[config.mk]
export PLATFORM = sky130hd
export DESIGN_NAME = outport_top
export DESIGN_NICKNAME = d
export VERILOG_FILES = /design/src/rtl/outport_pkg.sv /design/src/rtl/outport_ctrl.sv /design/src/rtl/outport_dp.sv /design/src/rtl/outport_top.sv
export SDC_FILE = /design/constraint.sdc
export NUM_CORES = 1
export LEC_CHECK = 0
export BUFFER_PORTS_ARGS = -buffer_cell sky130_fd_sc_hd__buf_2
export CORE_MARGIN = 2
export CORE_UTILIZATION = 43
export CTS_BUF_LIST = sky130_fd_sc_hd__clkbuf_16
export CTS_CLUSTER_DIAMETER = 40
export CTS_CLUSTER_SIZE = 25
export DETAILED_ROUTE_END_ITERATION = 8
export GPL_TIMING_DRIVEN = 0
export PLACE_DENSITY_LB_ADDON = 0.1
export SLEW_MARGIN = 20
export SYNTH_ARGS = -nofsm -noshare
export SYNTH_HDL_FRONTEND = slang
export SYNTH_SLANG_ARGS = --single-unit
[constraint.sdc]
create_clock -name clk -period 1 [get_ports clk]
set_input_delay 0.1 -clock clk [delete_from_list [all_inputs] [get_ports clk]]
set_output_delay 0.1 -clock clk [all_outputs]
set_load 0.05 [all_outputs]
[src/rtl/outport_pkg.sv]
package outport_pkg;

  // Strobes from control to datapath, valid for one cycle.
  typedef struct packed {
    logic setBits;   // OR data into port register
    logic clrBits;   // AND-NOT data into port register
    logic cfgLoad;   // load source-select register
    logic rtsRaise;  // raise request-to-send flag
    logic rtsDrop;   // drop request-to-send flag
  } portStrobes_t;

endpackage

[src/rtl/outport_ctrl.sv]
module outport_ctrl
  import outport_pkg::*;
#(
  parameter int ADDR_W = 4,
  parameter logic [ADDR_W-1:0] SET_ADDR = 'hE,
  parameter logic [ADDR_W-1:0] CLR_ADDR = 'hF,
  parameter logic [ADDR_W-1:0] CFG_ADDR = 'hD
) (
  input  logic              wrEn,
  input  logic [ADDR_W-1:0] wrAddr,
  input  logic              rtsAutoEn,
  input  logic              rxFifoFull,
  input  logic              rxStartSeen,
  input  logic              ctsGateEn,
  input  logic              ctsIn,
  output portStrobes_t      stb,
  output logic              txAllow
);

  logic fullAndStart;

  always_comb begin
    fullAndStart = rxFifoFull && rxStartSeen;
    stb.setBits  = wrEn && (wrAddr == SET_ADDR);
    stb.clrBits  = wrEn && (wrAddr == CLR_ADDR);
    stb.cfgLoad  = wrEn && (wrAddr == CFG_ADDR);
    stb.rtsRaise = rtsAutoEn && fullAndStart;
    stb.rtsDrop  = !rtsAutoEn || !rxFifoFull;
  end

  // A high clear-to-send blocks only the start of the next character.
  always_comb begin
    txAllow = ctsGateEn ? !ctsIn : 1'b1;
  end

endmodule

[src/rtl/outport_dp.sv]
module outport_dp
  import outport_pkg::*;
#(
  parameter int NPINS     = 8,
  parameter int FIRST_CFG = 2
) (
  input  logic                     clk,
  input  logic                     rstN,
  input  portStrobes_t             stb,
  input  logic [NPINS-1:0]         wrData,
  input  logic [NPINS-1:FIRST_CFG] altSrc,
  input  logic                     rtsAutoEn,
  output logic [NPINS-1:0]         pins
);

  localparam int CFG_W = NPINS - FIRST_CFG;

  logic [NPINS-1:0]         portReg;
  logic [NPINS-1:FIRST_CFG] cfgReg;
  logic                     rtsFlag;

  always_ff @(posedge clk) begin
    if (!rstN) begin
      portReg <= '0;
    end else if (stb.setBits) begin
      portReg <= portReg | wrData;
    end else if (stb.clrBits) begin
      portReg <= portReg & ~wrData;
    end
  end

  always_ff @(posedge clk) begin
    if (!rstN) begin
      cfgReg <= '0;
    end else if (stb.cfgLoad) begin
      cfgReg <= wrData[NPINS-1:FIRST_CFG];
    end
  end

  always_ff @(posedge clk) begin
    if (!rstN) begin
      rtsFlag <= 1'b0;
    end else if (stb.rtsRaise) begin
      rtsFlag <= 1'b1;
    end else if (stb.rtsDrop) begin
      rtsFlag <= 1'b0;
    end
  end

  for (genvar k = 0; k < NPINS; k++) begin : g_pin
    if (k == 0) begin : g_rts
      assign pins[k] = rtsAutoEn ? rtsFlag : ~portReg[k];
    end else if (k < FIRST_CFG) begin : g_fixed
      assign pins[k] = ~portReg[k];
    end else begin : g_sel
      assign pins[k] = cfgReg[k] ? altSrc[k] : ~portReg[k];
    end
  end

  if (CFG_W < 1) begin : g_badcfg
    initial $error("outport_dp: no selectable pins");
  end

endmodule

[src/rtl/outport_top.sv]
module outport_top
  import outport_pkg::*;
#(
  parameter int NPINS     = 8,
  parameter int FIRST_CFG = 2,
  parameter int ADDR_W    = 4
) (
  input  logic                     clk,
  input  logic                     rstN,
  input  logic                     wrEn,
  input  logic [ADDR_W-1:0]        wrAddr,
  input  logic [NPINS-1:0]         wrData,
  input  logic [NPINS-1:FIRST_CFG] altSrc,
  input  logic                     rtsAutoEn,
  input  logic                     rxFifoFull,
  input  logic                     rxStartSeen,
  input  logic                     ctsGateEn,
  input  logic                     ctsIn,
  output logic                     txAllow,
  output logic [NPINS-1:0]         pins
);

  portStrobes_t stb;

  outport_ctrl #(.ADDR_W(ADDR_W)) u_ctrl (
    .wrEn(wrEn), .wrAddr(wrAddr), .rtsAutoEn(rtsAutoEn),
    .rxFifoFull(rxFifoFull), .rxStartSeen(rxStartSeen),
    .ctsGateEn(ctsGateEn), .ctsIn(ctsIn), .stb(stb), .txAllow(txAllow)
  );

  outport_dp #(.NPINS(NPINS), .FIRST_CFG(FIRST_CFG)) u_dp (
    .clk(clk), .rstN(rstN), .stb(stb), .wrData(wrData), .altSrc(altSrc),
    .rtsAutoEn(rtsAutoEn), .pins(pins)
  );

endmodule

After elaboration in Yosys (flattened, before gate mapping)
Index checks and enable logic that the tools add are counted.
{ "totals": {"reg_bits": 15, "in_bits": 26, "word_cells": 40} }
{ "op_classes": {"eq_ne": 3, "mux": 12, "n_bitwise": 11, "n_reduce_logical": 11} }
{ "ops": {"columns": ["operator", "count"], "rows": [
  ["$mux W8", 2],
  ["$eq A4 B4 Y1 const B", 3],
  ["$mux W1", 10],
  ["$and A8 B8 Y8", 1],
  ["$not A1 Y1", 8],
  ["$not A8 Y8", 1],
  ["$or A8 B8 Y8", 1],
  ["$logic_and A1 B1 Y1", 5],
  ["$reduce_bool A2 Y1", 2],
  ["$logic_not A1 Y1", 3],
  ["$logic_or A1 B1 Y1", 1]
]} }

Longest topological paths before layout
Gate-level depths: netlist of the first run.
{ "depth": {"ltp_word": 4, "depth_mapped": 4} }

Modules after synthesis
A second synthesis of the first run with hierarchy kept.
{ "unflattened": {"hier_cells": 79, "hier_area_um2": 696.9} }
{ "by_module_without_submodules": {"columns": ["mod", "instances", "cells_per_inst", "area_each_um2", "seq_area_each_um2"], "rows": [
  ["outport_dp", 1, 72, 653.1, 300.3],
  ["outport_ctrl", 1, 7, 43.8, 0.0]
]} }

Least setup slack after synthesis of the first run
Ideal clock, no wire load.
{ "synth_timing": {"kind": "register to output", "from": "reg u_dp.cfgReg[7] (netlist bit)", "to": "out pins[7]", "arrival_time_ns": 1.403, "t_required_ns": 0.900, "setup_slack_ns": -0.503, "path_stages_with_launch": 2, "path_cell_list": "dfxtp_1 > o21ai_0"} }
{ "synth_between": {"elab_chain_len": 1} }
{ "synth_lines": {"columns": ["item", "line", "rtl"], "rows": [
  ["from (decl)", "outport_dp.sv:19", "logic [NPINS-1:FIRST_CFG] cfgReg;"],
  ["from (signal assigned)", "outport_dp.sv:36", "cfgReg <= wrData[NPINS-1:FIRST_CFG];"],
  ["$mux W1", "outport_dp.sv:56", "assign pins[k] = cfgReg[k] ? altSrc[k] : ~portReg[k];"],
  ["to (decl)", "outport_top.sv:20", "output logic [NPINS-1:0] pins"]
]} }
Every way passes these cells.

Worst setup path in the final report of the first run
{ "layout_timing": {"from": "reg u_dp.rtsFlag", "to": "out pins[0]"} }
{ "layout_between": {"elab_chain_len": 1} }
{ "layout_lines": {"columns": ["item", "line", "rtl"], "rows": [
  ["from (decl)", "outport_dp.sv:20", "logic rtsFlag;"],
  ["from (signal assigned)", "outport_dp.sv:42", "rtsFlag <= 1'b0;"],
  ["from (signal assigned)", "outport_dp.sv:44", "rtsFlag <= 1'b1;"],
  ["from (signal assigned)", "outport_dp.sv:46", "rtsFlag <= 1'b0;"],
  ["$mux W1", "outport_dp.sv:52", "assign pins[k] = rtsAutoEn ? rtsFlag : ~portReg[k];"]
]} }
Every way passes these cells.

==> flow_summary.ini, run 1 <==
[synthesis]
ys_seq_area_frac = 0.431
ys_types = 13
syn_area_um2 = 697
synth_cells = 82
yosys_warnings = 0
syn_avg_cell_area_um2 = 8.50
synth.net_count = 108
synth-seq-cells = 15

[timing]
tns_ns = -0.0183
max_freq_mhz = 982
slew_violations = 0
period_share = 1.02
fin_ws_ns = -0.0183
setup_viol = 1
tightest_slew_ns = 0.457
skew_ns = 0
final_hold_viol_count = 0
fin_crit_ns = 1.02
grt_setup_unrepaired = true
slew_headroom = 0.695

[outcome]
status = finished with violations
failed_checks = negative setup slack

[grt]
grt_pass1_wl_mm = 2.35
grt.total_usage = 0.167
grt_start_max_net_pins = 11
grt_pass1_vias = 602
antenna_found_initial = 0
grt_remaining_overflow = 0

[drt]
dr.pass1.iters = 2
ant_nets = 0
drc = 0
wl_per_cell_um = 11.3
drtIter0Drc = 1
dr_total_vias = 653
wirelength_mm = 1.54
viasPerCell = 4.80

[job]
max_cap_violations = 0

[place]
gp_congestion = 0.730
portBuffers = 34
dp_worst_setup_slack_ns = -0.0410
hpwl_mm = 1.08

[clock_network]
numCtsBuffers = 3
cts_max_path_buffers = 2
clockRootBuffer = clkbuf_16
insertion_delay_ns = 0.24
clock-sinks = 15
h-tree-depth = 1
clk_pin_slew_ns = 0.05
cts_setup_buffers = 0
cts_hold_buf = 0
cts_tree = done

[die]
die_x_um = 44.3
rows = 14
boundaryPins = 35
start_util = 0.463
die_area_mm2 = 0.00196
dieHeight_um = 44.3
core_area_mm2 = 0.00151

[finish]
final_common_cell = nand2_1
layout-drive-gt1-share = 0.542
syn_to_final_growth_pct = 53.3
antenna_cells = 0
final_cell_mix = nand2_1 (30), buf_2 (29), mux2i_1 (14)
fin_nets = 147

[worst_setup_path]
end_kind = output port
required_ns = 0.90
critPathMaxFanout = 2
crit_type = reg -> out
crit_arrival_ns = 0.92
worstSetupStartpointType = flop
crit_start = u_dp.rtsFlag$_SDFFE_PN0P_

[pwr]
p_sw_uw = 352
switching_share = 0.223
pwr-share-comb = 0.121
internal_power_mw = 1.22
ir_drop_v = 0.000862
pwr-share-clk = 0.488
p_seq_frac = 0.391
p_per_area_mw_per_mm2 = 1470
leakage_nw = 0.488

[hold_path]
hp-class = in -> reg
min_from = wrData[4]
## cells by family after synthesis
group / share of synthesized area
AND/OR/NAND/NOR: 0.253
buffers and inverters: 0.0413
multiplexers: 0.215
AO/OA/AOI/OAI: 0.0592
flip-flops: 0.431
## layout make-up
class | count | area, um^2
Tap cell | 16 | 20.0
Inverter | 2 | 7.51
Sequential cell | 15 | 312
Timing Repair Buffer | 34 | 214
Fill cell | 127 | 438
Clock buffer | 3 | 75.1
Clock inverter | 1 | 3.75
Buffer | 4 | 21.3
Multi-Input combinational cell | 61 | 415
## routing by layer
metal | GRT usage | up-vias | share of wire
li1 | - | 348 | -
met1 | 0.191 | 279 | 0.44
met2 | 0.271 | 24 | 0.47
met3 | 0.0531 | 2 | 0.079
met4 | 0.103 | 0 | 0.0065
met5 | 0 | - | 0
## cell usage after synthesis, drive strengths merged
cell type	n	area share
and4	1	0.014
buf	4	0.031
dfxtp	15	0.43
inv	2	0.011
mux2i	15	0.22
nand2	35	0.19
nand2b	1	0.0090
nand3	1	0.014
nor3b	1	0.027
o2111a	1	0.016
o21ai	6	0.043
## through the flow
| step | cell area (um^2) | power (mW) | instances | util | hold WS (ns) |
|---|---|---|---|---|---|
| after detailed placement | 922 | 0.803 | 132 | 0.612 | 0.363 |
| after floorplan | 732 | 0.724 | 82 | - | 0.242 |
| after global routing | 1070 | 1.62 | 136 | 0.709 | 0.104 |
| after CTS | 1050 | 1.58 | 136 | 0.699 | 0.101 |
| final | 1070 | 1.57 | 136 | 0.709 | 0.102 |
| after global placement | 922 | 0.800 | 132 | 0.612 | 0.360 |
## power by group through the flow
| stage | registers, mW | clock network [mW] | logic [mW] |
|---|---|---|---|
| floorplan | 0.624 | 0 | 0.0996 |
| global placement | 0.625 | 0 | 0.175 |
| detailed placement | 0.625 | 0 | 0.177 |
| CTS | 0.615 | 0.773 | 0.191 |
| global route | 0.616 | 0.797 | 0.204 |
| finish | 0.615 | 0.768 | 0.191 |
## worst max-delay path, stage by stage (launching register included)
cell	delay, ns
dfxtp_2	0.33
inv_2	0.04
mux2i_4	0.13
buf_6	0.18
## final timing paths
check,end,slack (ns),cells after the start
setup / recovery,pins[0],-0.02,3
hold / removal,u_dp.cfgReg[4]$_SDFFE_PN0P_,0.10,3
setup reg to reg,flop,0.34,2
hold reg to reg,flop,0.47,2
## repair_timing
item,4_1_cts,5_1_grt
gates resized for setup,22,7
cloned,0,0
pin swaps,0,1
setup endpoints to repair,7,6
No activity file was read; power rests on OpenSTA's default activity.
==> run 2, diff against run 1 <==
--- a/config.mk
+++ b/config.mk
@@ -8,7 +8,6 @@
 export BUFFER_PORTS_ARGS = -buffer_cell sky130_fd_sc_hd__buf_2
 export CORE_MARGIN = 2
 export CORE_UTILIZATION = 43
-export CTS_BUF_LIST = sky130_fd_sc_hd__clkbuf_16
 export CTS_CLUSTER_DIAMETER = 40
 export CTS_CLUSTER_SIZE = 25
 export DETAILED_ROUTE_END_ITERATION = 8
==> run 2 against run 1 <==
Effect of this change:
- the flow still finishes with violations (negative setup slack)
- flip-flop and latch count did not move
- clock power fell by 55%
- combinational power barely moved
- via count rose by 0.15%
- clock skew did not move
- critical path type unchanged
- largest power group is now sequential cells
==> flow_summary.ini, run 2 (same netlist as run 1, synthesis figures left out) <==
[timing]
fin_ws_ns = -0.0683
slew_headroom = 0.693
skew_ns = 0
grt_setup_unrepaired = true
setup_viol = 7
period_share = 1.07
tns_ns = -0.206
tightest_slew_ns = 0.461
holdWs_ns = 0.0592
final_hold_viol_count = 0
max_freq_mhz = 936
fin_crit_ns = 1.07
slew_violations = 0

[finish]
antenna_cells = 0
syn_to_final_growth_pct = 46.5
final_common_cell = nand2_1
fin_nets = 147
final_cell_mix = nand2_1 (29), buf_2 (28), mux2i_1 (14)
fillers = 132
layout-drive-gt1-share = 0.550

[place]
hpwl_mm = 1.08
portBuffers = 34
gp_congestion = 0.730

[die]
dieHeight_um = 44.3
die_area_mm2 = 0.00196
boundaryPins = 35
start_util = 0.463
rows = 14
core_area_mm2 = 0.00151
die_x_um = 44.3

[grt]
antenna_found_initial = 0
grt_pass1_vias = 568
grt.total_usage = 0.162
grt_remaining_overflow = 0
grt_pass1_wl_mm = 2.28
grt_start_max_net_pins = 11

[worst_setup_path]
slowest_delay_ns = 0.34
critPathSlowestCell = dfxtp_2
critPathMaxFanout = 2
worstSetupStartpointType = flop
worstPathCellList = inv_2 > mux2i_4 > buf_6
crit_arrival_ns = 0.97
crit_type = reg -> out
crit_family = flip-flops
crit_buf_inv = 2
end_kind = output port
required_ns = 0.90

[clock_network]
cts_max_path_buffers = 2
cts_tree = done
clock-sinks = 15
clockRootBuffer = clkbuf_4
cts_hold_buf = 0
clk_pin_slew_ns = 0.09
numCtsBuffers = 3
cts_setup_buffers = 0
insertion_delay_ns = 0.28
h-tree-depth = 1

[drt]
viasPerCell = 4.81
wirelength_mm = 1.46
wl_per_cell_um = 10.8
drc = 0
dr.pass1.iters = 2
dr_total_vias = 654
ant_nets = 0
drtIter0Drc = 3

[pwr]
p_per_area_mw_per_mm2 = 1130
ir_drop_v = 0.000781
leakage_nw = 0.463

[hold_path]
hp-class = in -> reg

[outcome]
status = finished with violations
failed_checks = negative setup slack

[job]
max_cap_violations = 0
## run 2: cell count changes in the layout (fill, tap and decap cells not counted), sizes merged
| cell | change |
|---|---|
| inv | -1 |
| clkbuf | +1 |
## run 2: cell type report
type	count	area [um^2]	area share
inverters	2	7.51	0.00735
plain buffers	4	21.3	0.0208
well taps	16	20.0	0.0196
multi-input cells	61	418	0.409
clock buffers	4	26.3	0.0257
flip-flops and latches	15	312	0.305
repair buffers	34	216	0.212
## run 2: worst paths after layout
check	start	end	slack, ns	cells past startpoint
worst max register to register	u_dp.rtsFlag$_SDFFE_PN0P_	u_dp.rtsFlag$_SDFFE_PN0P_	0.33	1
worst min-delay path	wrData[4]	u_dp.cfgReg[4]$_SDFFE_PN0P_	0.06	3
worst max-delay path	u_dp.rtsFlag$_SDFFE_PN0P_	pins[0]	-0.07	3
worst min register to register	flop	flop	0.48	2
## run 2: power breakdown
part | internal [mW] | switching, mW | leakage [nW]
clock network | 0.155 | 0.195 | 0.0150
logic | 0.0853 | 0.106 | 0.323
registers | 0.606 | 0.00687 | 0.126
## run 2: per-stage QoR
| stage | power, mW | instances | worst slack [ns] | instance area (um^2) | utilization |
|---|---|---|---|---|---|
| 2_1_floorplan | 0.724 | 82 | 0.124 | 732 | - |
| 3_3_place_gp | 0.800 | 132 | -0.00220 | 922 | 0.612 |
| 3_5_place_dp | 0.803 | 132 | -0.0410 | 922 | 0.612 |
| 4_1_cts | 1.16 | 136 | -0.0701 | 1010 | 0.669 |
| 5_1_grt | 1.19 | 136 | -0.101 | 1020 | 0.678 |
| 6_report | 1.15 | 136 | -0.0683 | 1020 | 0.678 |
## run 2: routing by layer
| layer | routed length [um] | GRT usage |
|---|---|---|
| met5 | 0 | 0 |
| met4 | 15 | 0.0909 |
| met3 | 102 | 0.0449 |
| met2 | 683 | 0.256 |
| met1 | 661 | 0.198 |
## run 2: timing repair
action / in CTS / in global routing
setup endpoints to repair: 7 / 8
resized for setup: 26 / 6
pin swaps: 1 / 0
==> run 3, diff against run 2 <==
--- a/config.mk
+++ b/config.mk
@@ -8,6 +8,7 @@
 export BUFFER_PORTS_ARGS = -buffer_cell sky130_fd_sc_hd__buf_2
 export CORE_MARGIN = 2
 export CORE_UTILIZATION = 43
+export CTS_BUF_LIST = sky130_fd_sc_hd__clkbuf_4 sky130_fd_sc_hd__clkbuf_8 sky130_fd_sc_hd__clkbuf_16
 export CTS_CLUSTER_DIAMETER = 40
 export CTS_CLUSTER_SIZE = 25
 export DETAILED_ROUTE_END_ITERATION = 8
==> run 3 against run 2 <==
Effect of this change:
- the run still ends with negative setup slack left
- clock power up 7.7%
- count of clock-buffer cells in the layout unchanged
- non-clock buffer count unchanged
- highest routed layer unchanged
- largest power group unchanged
- first-iteration DRC count unchanged
- sequential share of layout area down 0.11 points
- final cell count unchanged
- worst setup slack worse by 0.00094 ns
- largest cell class unchanged
- register-to-register slack about the same
==> flow_summary.ini, run 3 (same netlist as run 1, synthesis figures left out) <==
[timing]
fin_ws_ns = -0.0692
skew_ns = 0
max_freq_mhz = 935
setup_viol = 7
slew_headroom = 0.695
fin_crit_ns = 1.07
final_hold_viol_count = 0
tns_ns = -0.194
grt_setup_unrepaired = true
tightest_slew_ns = 0.457
slew_violations = 0
period_share = 1.07

[drt]
met1_length_um = 649
dr.pass1.iters = 4
dr_total_vias = 658
drtIter0Drc = 3
wirelength_mm = 1.46
met3WireLength_um = 106
viasPerCell = 4.84
dr_wl_met2_um = 686
ant_nets = 0
drc = 0
top_layer_used = met4
wl_per_cell_um = 10.7

[die]
die_x_um = 44.3
start_util = 0.463
rows = 14
boundaryPins = 35
dieHeight_um = 44.3
core_area_mm2 = 0.00151
die_area_mm2 = 0.00196

[finish]
final_cell_mix = nand2_1 (29), buf_2 (28), mux2i_1 (14)
final_common_cell = nand2_1
final_core_util = 0.680
syn_to_final_growth_pct = 47.0
fin_nets = 147
antenna_cells = 0
layout-drive-gt1-share = 0.558
fin_cells = 136
design_area_mm2 = 0.00102

[grt]
grt_remaining_overflow = 0
antenna_found_initial = 0
grt_pass1_vias = 567
grt_start_max_net_pins = 11
grt.total_usage = 0.162
grt_pass1_wl_mm = 2.28

[worst_setup_path]
critPathMaxFanout = 2
crit_type = reg -> out
worstPathCellList = inv_2 > mux2i_4 > buf_6
crit_arrival_ns = 0.97
crit_family = flip-flops
worstSetupStartpointType = flop
slowest_delay_ns = 0.34
critPathSlowestCell = dfxtp_2
crit_buf_inv = 2
required_ns = 0.90
end_kind = output port

[place]
place_area_um2 = 922
dpl.cell_count = 132
portBuffers = 34
hpwl_mm = 1.08
gp_congestion = 0.730

[clock_network]
numCtsBuffers = 3
cts_hold_buf = 0
clk_pin_slew_ns = 0.09
clock-sinks = 15
insertion_delay_ns = 0.28
h-tree-depth = 1
cts_max_path_buffers = 2
cts_tree = done
clockRootBuffer = clkbuf_4

[job]
max_cap_violations = 0

[outcome]
status = finished with violations
failed_checks = negative setup slack

[pwr]
p_sw_uw = 307
leakage_nw = 0.467
pwr-share-clk = 0.318
internal_power_uw = 873
p_total_mw = 1.18
p_per_area_mw_per_mm2 = 1150
pwr-share-comb = 0.162
p_seq_frac = 0.519
switching_share = 0.260
ir_drop_v = 0.000873

[hold_path]
hp-class = in -> reg
run 3: metal layers:
metal	track usage	vias up
li1	-	347
met3	0.0449	2
met4	0.0909	0
met1	0.198	283
met2	0.256	26
met5	0	-
run 3: area by class of cell:
class / count / area [um^2]
plain buffers: 4 / 21.3
clock buffers: 4 / 30.0
fillers: 133 / 482
inverters: 2 / 7.51
multi-input cells: 61 / 418
flip-flops and latches: 15 / 312
well taps: 16 / 20.0
repair buffers: 34 / 216
run 3: worst paths after layout:
| check | slack (ns) | start | endpoint | cells past startpoint |
|---|---|---|---|---|
| min reg2reg | 0.48 | flop | flop | 2 |
| min | 0.06 | wrData[6] | u_dp.cfgReg[6]$_SDFFE_PN0P_ | 3 |
| max | -0.07 | u_dp.rtsFlag$_SDFFE_PN0P_ | pins[0] | 3 |
| max reg2reg | 0.33 | u_dp.rtsFlag$_SDFFE_PN0P_ | u_dp.rtsFlag$_SDFFE_PN0P_ | 1 |
run 3: tightest hold or removal path, stage by stage:
cell and delay [ns]:
buf_2 0.10, nand2_1 0.05, mux2i_1 0.05
run 3: power groups by stage:
stage          registers, mW  clock network, mW  logic, mW
2_1_floorplan          0.624                  0     0.0996
3_3_place_gp           0.625                  0      0.175
3_5_place_dp           0.625                  0      0.177
4_1_cts                0.613              0.379      0.191
5_1_grt                0.614              0.400      0.205
6_report               0.613              0.376      0.191
run 3: what timing repair did:
action / 4_1_cts / 5_1_grt
endpoints found under the setup margin: 7 / 8
pin swaps: 1 / 0
resized for setup: 26 / 6
buffers inserted: 0 / 0
hold endpoints to repair: 0 / 0
cloned: 0 / 0
run 3: stage by stage:
stage / setup WS (ns) / hold slack [ns]
6_report: -0.0692 / 0.0592
5_1_grt: -0.101 / 0.0531
4_1_cts: -0.0701 / 0.0556
3_5_place_dp: -0.0410 / 0.363
3_3_place_gp: -0.00220 / 0.360
2_1_floorplan: 0.124 / 0.242
